--- config.mk ---
export PLATFORM = sky130hd
export DESIGN_NAME = capture_channel
export DESIGN_NICKNAME = d
export VERILOG_FILES = /design/src/rtl/capture_channel.sv
export SDC_FILE = /design/constraint.sdc
export NUM_CORES = 1
export LEC_CHECK = 0
export CORE_MARGIN = 4
export CORE_UTILIZATION = 58
export DETAILED_ROUTE_END_ITERATION = 12
export GPL_TIMING_DRIVEN = 0
export HOLD_SLACK_MARGIN = 0.12
export PLACE_DENSITY = 0.86
export REMOVE_ABC_BUFFERS = 1
export SETUP_SLACK_MARGIN = 0.02
export SYNTH_ARGS = -nofsm -noshare
export SYNTH_HDL_FRONTEND = slang
export SYNTH_SLANG_ARGS = --single-unit
--- constraint.sdc ---
create_clock -name clk -period 7 [get_ports clk]
set_input_delay 0.7 -clock clk [delete_from_list [all_inputs] [get_ports clk]]
set_output_delay 0.7 -clock clk [all_outputs]
set_load 0.03 [all_outputs]
--- src/rtl/capture_channel.sv ---
module capture_channel #(
  parameter int TW    = 16,
  parameter int DEPTH = 4,
  parameter int PRE_A = 4,
  parameter int PRE_B = 16
) (
  input  logic          clk,
  input  logic          rst_n,
  input  logic          pin,
  input  logic [TW-1:0] tmr_a,
  input  logic [TW-1:0] tmr_b,
  input  logic [2:0]    mode,
  input  logic          tmr_sel,
  input  logic [1:0]    irq_every,
  input  logic          rd_en,
  output logic [TW-1:0] rd_data,
  output logic          not_empty,
  output logic          overflow,
  output logic          irq
);
  localparam int AW = (DEPTH > 1) ? $clog2(DEPTH) : 1;
  localparam int CW = $clog2(DEPTH + 1);
  localparam int PW = $clog2(PRE_B);

  logic [1:0]    sync;
  logic          prev;
  logic [2:0]    mode_q;
  logic [PW-1:0] pcnt;
  logic [1:0]    icnt;
  logic [AW-1:0] wptr, rptr;
  logic [CW-1:0] cnt;
  logic [TW-1:0] mem [DEPTH];
  logic          ev;

  wire rise     = sync[1] & ~prev;
  wire fall     = ~sync[1] & prev;
  wire mode_chg = mode != mode_q;
  wire pre_mode = (mode == 3'b100) || (mode == 3'b101);
  wire [PW-1:0] pre_top = (mode == 3'b100) ? PW'(PRE_A - 1) : PW'(PRE_B - 1);
  wire pre_hit  = pre_mode & ~mode_chg & rise & (pcnt == pre_top);

  always_comb begin
    case (mode)
      3'b001:         ev = rise | fall;
      3'b010:         ev = fall;
      3'b011:         ev = rise;
      3'b100, 3'b101: ev = pre_hit;
      default:        ev = 1'b0;
    endcase
  end

  wire off  = mode == 3'b000;
  wire wake = (mode == 3'b111) & (rise | fall);
  wire full = cnt == CW'(DEPTH);
  wire rd   = rd_en & (cnt != '0) & ~off;
  wire wr   = ev & (~full | rd);
  wire drop = ev & full & ~rd;
  wire [TW-1:0] stamp = tmr_sel ? tmr_b : tmr_a;

  assign not_empty = cnt != '0;

  always_ff @(posedge clk) begin
    if (!rst_n) begin
      sync   <= '0;
      prev   <= 1'b0;
      mode_q <= 3'b000;
      pcnt   <= '0;
    end else begin
      sync   <= {sync[0], pin};
      prev   <= sync[1];
      mode_q <= mode;
      if (!pre_mode || mode_chg)
        pcnt <= '0;
      else if (rise)
        pcnt <= (pcnt == pre_top) ? '0 : pcnt + PW'(1);
    end
  end

  always_ff @(posedge clk) begin
    if (!rst_n) begin
      wptr     <= '0;
      rptr     <= '0;
      cnt      <= '0;
      icnt     <= '0;
      overflow <= 1'b0;
      irq      <= 1'b0;
      rd_data  <= '0;
    end else if (off) begin
      wptr     <= '0;
      rptr     <= '0;
      cnt      <= '0;
      icnt     <= '0;
      overflow <= 1'b0;
      irq      <= 1'b0;
    end else begin
      if (wr)
        wptr <= (wptr == AW'(DEPTH - 1)) ? '0 : wptr + AW'(1);
      if (rd) begin
        rd_data <= mem[rptr];
        rptr    <= (rptr == AW'(DEPTH - 1)) ? '0 : rptr + AW'(1);
      end
      cnt <= cnt + CW'(wr) - CW'(rd);
      if (drop)
        overflow <= 1'b1;
      else if (rd && cnt == CW'(1) && !wr)
        overflow <= 1'b0;
      irq <= (wr & (icnt == irq_every)) | wake;
      if (wr)
        icnt <= (icnt == irq_every) ? 2'd0 : icnt + 2'd1;
    end
  end

  always_ff @(posedge clk) begin
    if (wr)
      mem[wptr] <= stamp;
  end
endmodule

==> flow_metrics.tcl, run 1 <==
set metrics [dict create \
    area_growth_pct 18.9 \
    cap_violations 0 \
    synth.avg_cell_area_um2 14.2 \
    reg2reg_to "cnt[2]" \
    hp-class "register to register" \
    synth-seq-area-share_pct 62.6 \
    drt-vias-per-instance 5.59 \
    status "completed" \
    mostFrequentLayoutCells "edfxtp_1, clkdlybuf4s50_1, nand2_1" \
    dp_worst_setup_slack_ps 2250 \
    finalClockSkew_ps 10.0 \
    die_h_um 93.7 \
    tightest_slew_ps 1230 \
    drt_pass1_iterations 4 \
    postRouteAntennaNets 0 \
    critPathCapture "cnt[2]" \
    use_met1_pct 22.6 \
    worstSetupEndpointType "register" \
    fin_crit_ps 4400 \
    setup.worst_path.start_class "input pin" \
    wl_per_cell_um 17.5 \
    num_vias 2568 \
    synth_area_um2 4260 \
    fillers 443 \
    insertion_delay_ps 350 \
    clkSinkCount 101 \
    critPathRequiredTime_ps 7250 \
    cpLargestDelayFamily "buffers and inverters" \
    async_flop_share_pct 0 \
    drt_iter0_markers 121 \
    die-area_um2 8770 \
    grt_most_used_layer "met2" \
    portBuffers 60 \
    cts_root_buf "clkbuf_8" \
    post-route-period-util_pct 62.9 \
    grt_max_degree 26 \
    ys_warn_count 0 \
    final_max_slew_viol_count 0 \
    tns_ps 0 \
    finalNetCount 411 \
    synth_edf_count 64 \
    grt_first_pass_wirelength_mm 12.8 \
    dp_hpwl_mm 5.32 \
    clock_path_buffers 2 \
    crit_top_cell "ha_1" \
    antenna_cells 0 \
    fmax_mhz 227 \
    rows 30 \
    finalWorstSetupSlack_ps 2600 \
    relSlewSlack_pct 18.2 \
    post_cts_buffers 0 \
    gr-usage-met3_pct 6.17 \
    drt-total-wl_mm 8.05 \
    ios 61 \
    ys.flop_type "edfxtp_1" \
    leakage_nw 1.66 \
    path_buf_inv 3 \
    peakVddDrop_mv 0.163 \
    reg2reg_depth 9 \
    grt_usage_pct 19.6 \
    synth-seq-cells 101 \
    dieWidth_um 93.7 \
    overflow 0 \
    powerDensity_nw_per_um2 254 \
    cp.depth 10 \
    crit_start "mode[0]" \
    hold_viol_final 0 \
    drive_gt1_share_pct 15.4 \
    cpPeakStageDelay_ps 760 \
    worstPathArrival_ps 4650 \
    finalSetupViolations 0 \
    h-tree-depth 3 \
    p_total_mw 1.28 \
    crit_fanout 20 \
    hold_buffers 0 \
    final_common_cell "edfxtp_1" \
    rsz0062_at_grt "false" \
    path_clk_slew_ps 90 \
    antenna_found_initial 0 \
    initial_core_util_pct 61.3 \
    place_congestion 0.739 \
    numCtsBuffers 9 \
    reg2reg_from "cnt[1]" \
    use_met2_pct 34.8 \
    cts_resized 0 \
    crit_chain "clkdlybuf4s50_1 -> o31ai_1 -> nand2b_1 -> clkinv_1 -> ha_1 -> inv_1 -> ha_1 -> fa_1 -> xnor2_1 -> nor2_1" \
    critPathSlowestCell "clkinv_1" \
    fp.coreArea_um2 6940 \
    first_global_vias 2639 \
    drcViolationCount 0 \
    yosysUniqueCellTypes 42 \
    r2r_setup_slack_ps 3410 \
    syn_inst 300 \
    cts_tree "built" \
    critPathKind "input pin to register" \
]
[stage by stage]
| step | hold slack, ps | area, µm² | util [%] | cells |
|---|---|---|---|---|
| 3_5_place_dp | 447 | 4890 | 70.5 | 442 |
| 3_3_place_gp | 442 | 4890 | 70.5 | 442 |
| 5_1_grt | 496 | 5060 | 72.9 | 459 |
| 4_1_cts | 471 | 5050 | 72.8 | 458 |
| 2_1_floorplan | 412 | 4170 | - | 286 |
| 6_report | 468 | 5060 | 72.9 | 459 |
[cells in the mapped netlist, types with 3 or more instances]
master / count / area [µm²]
nand3_1: 7 / 35.0
a21boi_0: 16 / 120
nand2_1: 39 / 146
a21oi_1: 10 / 50.1
nand2b_1: 3 / 18.8
xnor2_1: 3 / 26.3
o21ai_0: 7 / 35.0
and2_1: 9 / 56.3
mux2_2: 17 / 191
nor2_1: 10 / 37.5
edfxtp_1: 64 / 1920
dfxtp_1: 37 / 741
ha_1: 10 / 125
and3_1: 4 / 25.0
mux4_2: 16 / 360
inv_1: 8 / 30.0
buf_2: 5 / 25.0
clkbuf_1: 3 / 11.3
[power breakdown]
part           switching [mW]  total, mW  leakage (nW)  internal [mW]
Clock                   0.185      0.315        0.0812          0.130
Sequential             0.0343      0.699         0.877          0.664
Combinational           0.141      0.270         0.704          0.129
Total                   0.360       1.28          1.66          0.923
[cell families after synthesis]
kind of cell,count (synthesis),share of synthesized area [%]
mux,35,13.7
compound gates,39,6.59
flops,101,62.6
simple gates,86,9.97
buf+inv,23,2.70
fa+ha+maj,11,3.41
xor+xnor,5,1.03
[registers in the layout, indices dropped and copies added, names as in the netlist, 2 cells and up]
| signal | cells |
|---|---|
| pcnt | 4 |
| mem | 64 |
| rd_data | 16 |
| rptr | 2 |
| wptr | 2 |
| cnt | 3 |
| mode_q | 3 |
| icnt | 2 |
| sync | 2 |
[layer usage]
metal	part of all wire, %	wire length, µm
met1	40	3250
met4	1.5	121
met3	4.4	350
met2	54	4320
met5	0	0
[worst min-delay path by stage]
stage	from	endpoint	slack, ps	cells after the start
3_3_place_gp	sync[0]	sync[1]	440	1
4_1_cts	sync[0]	sync[1]	470	1
3_5_place_dp	sync[0]	sync[1]	450	1
6_report	sync[0]	sync[1]	470	1
5_1_grt	sync[0]	sync[1]	500	1
2_1_floorplan	sync[0]	sync[1]	410	1
[layout make-up]
cell class / instances / area (µm²) / area share (%)
clock buffer: 12 / 135 / 2.67
clock inverter: 4 / 25.0 / 0.495
inverter: 9 / 33.8 / 0.668
multi-input combinational: 176 / 1480 / 29.2
sequential: 101 / 2660 / 52.6
tap: 96 / 120 / 2.37
timing repair buffer: 61 / 606 / 12.0
Note: power is estimated with default switching activity, not from simulation.
==> inputs of run 2 (changes only) <==
--- a/config.mk
+++ b/config.mk
@@ -6,11 +6,11 @@
 export NUM_CORES = 1
 export LEC_CHECK = 0
 export CORE_MARGIN = 4
-export CORE_UTILIZATION = 58
+export CORE_UTILIZATION = 54
 export DETAILED_ROUTE_END_ITERATION = 12
 export GPL_TIMING_DRIVEN = 0
 export HOLD_SLACK_MARGIN = 0.12
-export PLACE_DENSITY = 0.86
+export PLACE_DENSITY = 0.81
 export REMOVE_ABC_BUFFERS = 1
 export SETUP_SLACK_MARGIN = 0.02
 export SYNTH_ARGS = -nofsm -noshare
==> constraint.sdc (replaced) <==
create_clock -name clk -period 4.4 [get_ports clk]
set_input_delay 0.44 -clock clk [delete_from_list [all_inputs] [get_ports clk]]
set_output_delay 0.44 -clock clk [all_outputs]
set_load 0.03 [all_outputs]
==> flow_metrics.tcl, run 2 (synthesis gave the netlist of run 1 again) <==
set metrics [dict create \
    antenna_found_initial 0 \
    die-area_um2 9360 \
    fillers 556 \
    hold_viol_final 0 \
    tns_ps 0 \
    cap_violations 0 \
    overflow 0 \
    post_cts_buffers 0 \
    drcViolationCount 0 \
    dp_worst_setup_slack_ps -326 \
    crit_fanout 20 \
    holdPathStages 1 \
    ios 61 \
    reg2reg_depth 9 \
    wl_per_cell_um 17.1 \
    finalWorstSetupSlack_ps 716 \
    clock_path_buffers 2 \
    finalNetCount 410 \
    fmax_mhz 271 \
    grt_usage_pct 17.2 \
    reg2reg_from "cnt[1]" \
    regMostFlops "mem" \
    hp-class "register to register" \
    min_from "sync[0]" \
    worstSetupEndpointType "register" \
    critPathRequiredTime_ps 4600 \
    num_vias 2558 \
    numCtsBuffers 9 \
    dieWidth_um 96.8 \
    rows 32 \
    reg2reg_to "cnt[2]" \
    worstPathArrival_ps 3890 \
    h-tree-depth 3 \
    grt_max_degree 26 \
    leakage_nw 1.67 \
    insertion_delay_ps 360 \
    drt-total-wl_mm 7.92 \
    cts_root_buf "clkbuf_8" \
    initial_core_util_pct 55.4 \
    drt_iter0_markers 98 \
    multi_input_area_um2 1480 \
    antenna_cells 0 \
    die_h_um 96.8 \
    final_max_slew_viol_count 0 \
    rsz0062_at_grt "false" \
    path_clk_slew_ps 90 \
    first_global_vias 2622 \
    powerDensity_nw_per_um2 413 \
    critPathKind "input pin to register" \
    grt_first_pass_wirelength_mm 12.6 \
    drt_pass1_iterations 4 \
    relSlewSlack_pct 5.27 \
    hold_end "sync[1]" \
    largest_register_ffs 64 \
    reg_top3 "mem: 64 flops, rd_data: 16 flops, pcnt: 4 flops" \
    r2r_setup_slack_ps 1290 \
    finalClockSkew_ps 9.06 \
    peakVddDrop_mv 0.242 \
    area_growth_pct 19.8 \
    mostFrequentLayoutCells "edfxtp_1, clkdlybuf4s50_1, nand2_1" \
    drt-vias-per-instance 5.51 \
    setup.worst_path.start_class "input pin" \
    postRouteAntennaNets 0 \
    final_common_cell "edfxtp_1" \
    portBuffers 60 \
    fin_crit_ps 3680 \
    drive_gt1_share_pct 16.0 \
    tightest_slew_ps 1410 \
    p_total_mw 2.10 \
    finalSetupViolations 0 \
    post-route-period-util_pct 83.7 \
    seq_area_um2 2660 \
    status "completed" \
    dp_hpwl_mm 5.14 \
    place_congestion 0.772 \
    fp.coreArea_um2 7690 \
    clkSinkCount 101 \
    cts_tree "built" \
]
run 2: changes by cell type in the layout (fill, tap and decap cells not counted), sizes merged:
cell,delta
clkbuf,-4
clkinv,+2
bufinv,+1
clkinvlp,+1
inv,-1
run 2: how the worst max path moves through the flow:
| stage | from | to | depth (start not counted) |
|---|---|---|---|
| floorplan | cnt[0] | cnt[2] | 9 |
| global placement | mode[0] | cnt[2] | 10 |
| detailed placement | mode[0] | cnt[2] | 10 |
| CTS | mode[0] | cnt[2] | 10 |
| global route | mode[0] | cnt[2] | 10 |
| finish | mode[0] | cnt[2] | 10 |
run 2: critical path: stages:
cell and delay (ps):
clkdlybuf4s50_1 570, o31ai_1 540, nand2b_2 560, clkinvlp_4 510, ha_1 440, inv_1 40, ha_1 180, fa_1 390
xnor2_1 160, nor2_1 50
run 2: cell type report:
| type | instances | share of cell area (%) |
|---|---|---|
| multi-input cells | 176 | 29.0 |
| clock inverters | 7 | 1.28 |
| repair buffers | 60 | 11.8 |
| inverters | 9 | 0.736 |
| flip-flops and latches | 101 | 52.2 |
| clock buffers | 9 | 2.43 |
| well taps | 102 | 2.50 |
run 2: power by group:
part           switching (mW)  internal, mW
clock network           0.298         0.260
logic                   0.226         0.207
registers              0.0570          1.06
total                   0.581          1.52
run 2: metrics by stage:
stage / util (%) / instances / instance area (µm²) / hold slack, ps
3_5_place_dp: 63.8 / 448 / 4900 / 425
3_3_place_gp: 63.8 / 448 / 4900 / 426
6_report: 66.3 / 464 / 5100 / 443
4_1_cts: 66.2 / 464 / 5090 / 443
2_1_floorplan: - / 286 / 4170 / 412
5_1_grt: 66.3 / 464 / 5100 / 488
run 2: metal layers:
metal	GRT usage, %	vias up	part of all wire (%)
met5	0	-	0
met4	4.21	0	0.67
met3	6.13	5	8.3
met2	30.9	93	53
met1	19.6	1248	38
li1	-	1212	-
run 2: what timing repair did:
item / in CTS / in global routing
gates resized for setup: 0 / 2
hold buffers: 0 / 0
endpoints found under the setup margin: 0 / 2
endpoints found under the hold margin: 0 / 0
==> inputs of run 3 (changes only) <==
==> constraint.sdc (replaced) <==
create_clock -name clk -period 3.85 [get_ports clk]
set_input_delay 0.385 -clock clk [delete_from_list [all_inputs] [get_ports clk]]
set_output_delay 0.385 -clock clk [all_outputs]
set_load 0.03 [all_outputs]
==> flow_metrics.tcl, run 3 (synthesis gave the netlist of run 1 again) <==
set metrics [dict create \
    drcViolationCount 0 \
    final_common_cell "edfxtp_1" \
    cap_violations 0 \
    place_congestion 0.772 \
    die_h_um 96.8 \
    ios 61 \
    crit_top_cell "ha_1" \
    fp.coreArea_um2 7690 \
    fin_crit_ps 3480 \
    post-route-period-util_pct 90.4 \
    cts_root_buf "clkbuf_8" \
    first_global_vias 2624 \
    clock_path_buffers 2 \
    multi_input_area_um2 1480 \
    final_max_slew_viol_count 0 \
    drt_iter0_markers 97 \
    status "completed" \
    h-tree-depth 3 \
    hold_buffers 0 \
    fin_util_pct 66.3 \
    path_clk_slew_ps 90 \
    finalClockSkew_ps 8.57 \
    rows 32 \
    grt_usage_pct 17.2 \
    grt_max_degree 26 \
    crit_fanout 20 \
    regMostFlops "mem" \
    hold_viol_final 0 \
    peakVddDrop_mv 0.277 \
    crit_start "mode[0]" \
    cts_tree "built" \
    setup.worst_path.start_class "input pin" \
    postRouteAntennaNets 0 \
    finalSetupViolations 0 \
    cpPeakStageDelay_ps 570 \
    dp_worst_setup_slack_ps -821 \
    area_growth_pct 19.7 \
    critPathKind "input pin to register" \
    critPathSlowestCell "clkdlybuf4s50_1" \
    path_buf_inv 3 \
    overflow 0 \
    cpLargestDelayFamily "buffers and inverters" \
    mostFrequentLayoutCells "edfxtp_1, clkdlybuf4s50_1, nand2_1" \
    wl_per_cell_um 17.0 \
    initial_core_util_pct 55.4 \
    die-area_um2 9360 \
    rsz0062_at_grt "false" \
    reg2reg_from "cnt[1]" \
    clkSinkCount 101 \
    portBuffers 60 \
    whs_ps 443 \
    insertion_delay_ps 350 \
    r2r_setup_slack_ps 900 \
    numCtsBuffers 9 \
    worstSetupEndpointType "register" \
    finalNetCount 410 \
    num_vias 2547 \
    seq_area_um2 2660 \
    p_total_mw 2.40 \
    tightest_slew_ps 1400 \
    fillers 555 \
    fmax_mhz 287 \
    tns_ps 0 \
    grt_first_pass_wirelength_mm 12.6 \
    finalWorstSetupSlack_ps 371 \
    largest_register_ffs 64 \
    drt_pass1_iterations 4 \
    min_from "sync[0]" \
    crit_chain "clkdlybuf4s50_1 -> o31ai_1 -> nand2b_2 -> clkinv_2 -> ha_1 -> inv_1 -> ha_1 -> fa_1 -> xnor2_1 -> nor2_1" \
    reg_top3 "mem: 64 flops, rd_data: 16 flops, pcnt: 4 flops" \
    antenna_found_initial 0 \
    critPathRequiredTime_ps 4050 \
    drt-total-wl_mm 7.89 \
    powerDensity_nw_per_um2 472 \
    worstPathArrival_ps 3680 \
    drive_gt1_share_pct 16.0 \
    leakage_nw 1.68 \
    relSlewSlack_pct 5.76 \
    antenna_cells 0 \
    hp-class "register to register" \
    drt-vias-per-instance 5.49 \
    dieWidth_um 96.8 \
    dp_hpwl_mm 5.14 \
]
run 3: cell count changes in the layout (fill, tap and decap cells not counted):
cell / delta
clkinv_2: +1
clkinvlp_4: -1
run 3: final cells by class:
type	instances	area share (%)
Sequential cell	101	52.3
Clock inverter	7	1.28
Timing Repair Buffer	60	11.8
Clock buffer	9	2.43
Inverter	9	0.688
Multi-Input combinational cell	176	29.1
Tap cell	102	2.50
run 3: worst paths after layout:
kind,to,cells past startpoint
worst max-delay path,cnt[2],10
worst min-delay path,sync[1],1
worst min register to register,sync[1],1
worst max register to register,cnt[2],9
run 3: timing repair:
action	CTS	global route
buffers inserted	0	0
resized for setup	2	0
setup endpoints to repair	3	0
run 3: per-stage QoR:
stage          cells  cell area (µm²)
2_1_floorplan    286             4170
3_3_place_gp     448             4900
3_5_place_dp     448             4900
4_1_cts          464             5090
5_1_grt          464             5090
6_report         464             5090
run 3: power by group:
group / leakage (nW) / total, mW / internal (mW) / switching, mW
clock network: 0.0946 / 0.637 / 0.297 / 0.341
logic: 0.704 / 0.492 / 0.236 / 0.256
registers: 0.877 / 1.27 / 1.21 / 0.0650
total: 1.68 / 2.40 / 1.74 / 0.662
run 3: per-layer routing:
metal,up-vias,track usage (%),routed length [µm]
met2,79,30.9,4200
met1,1251,19.6,3080
met5,-,0,0
met3,6,6.06,529
met4,0,4.43,72
li1,1211,-,-
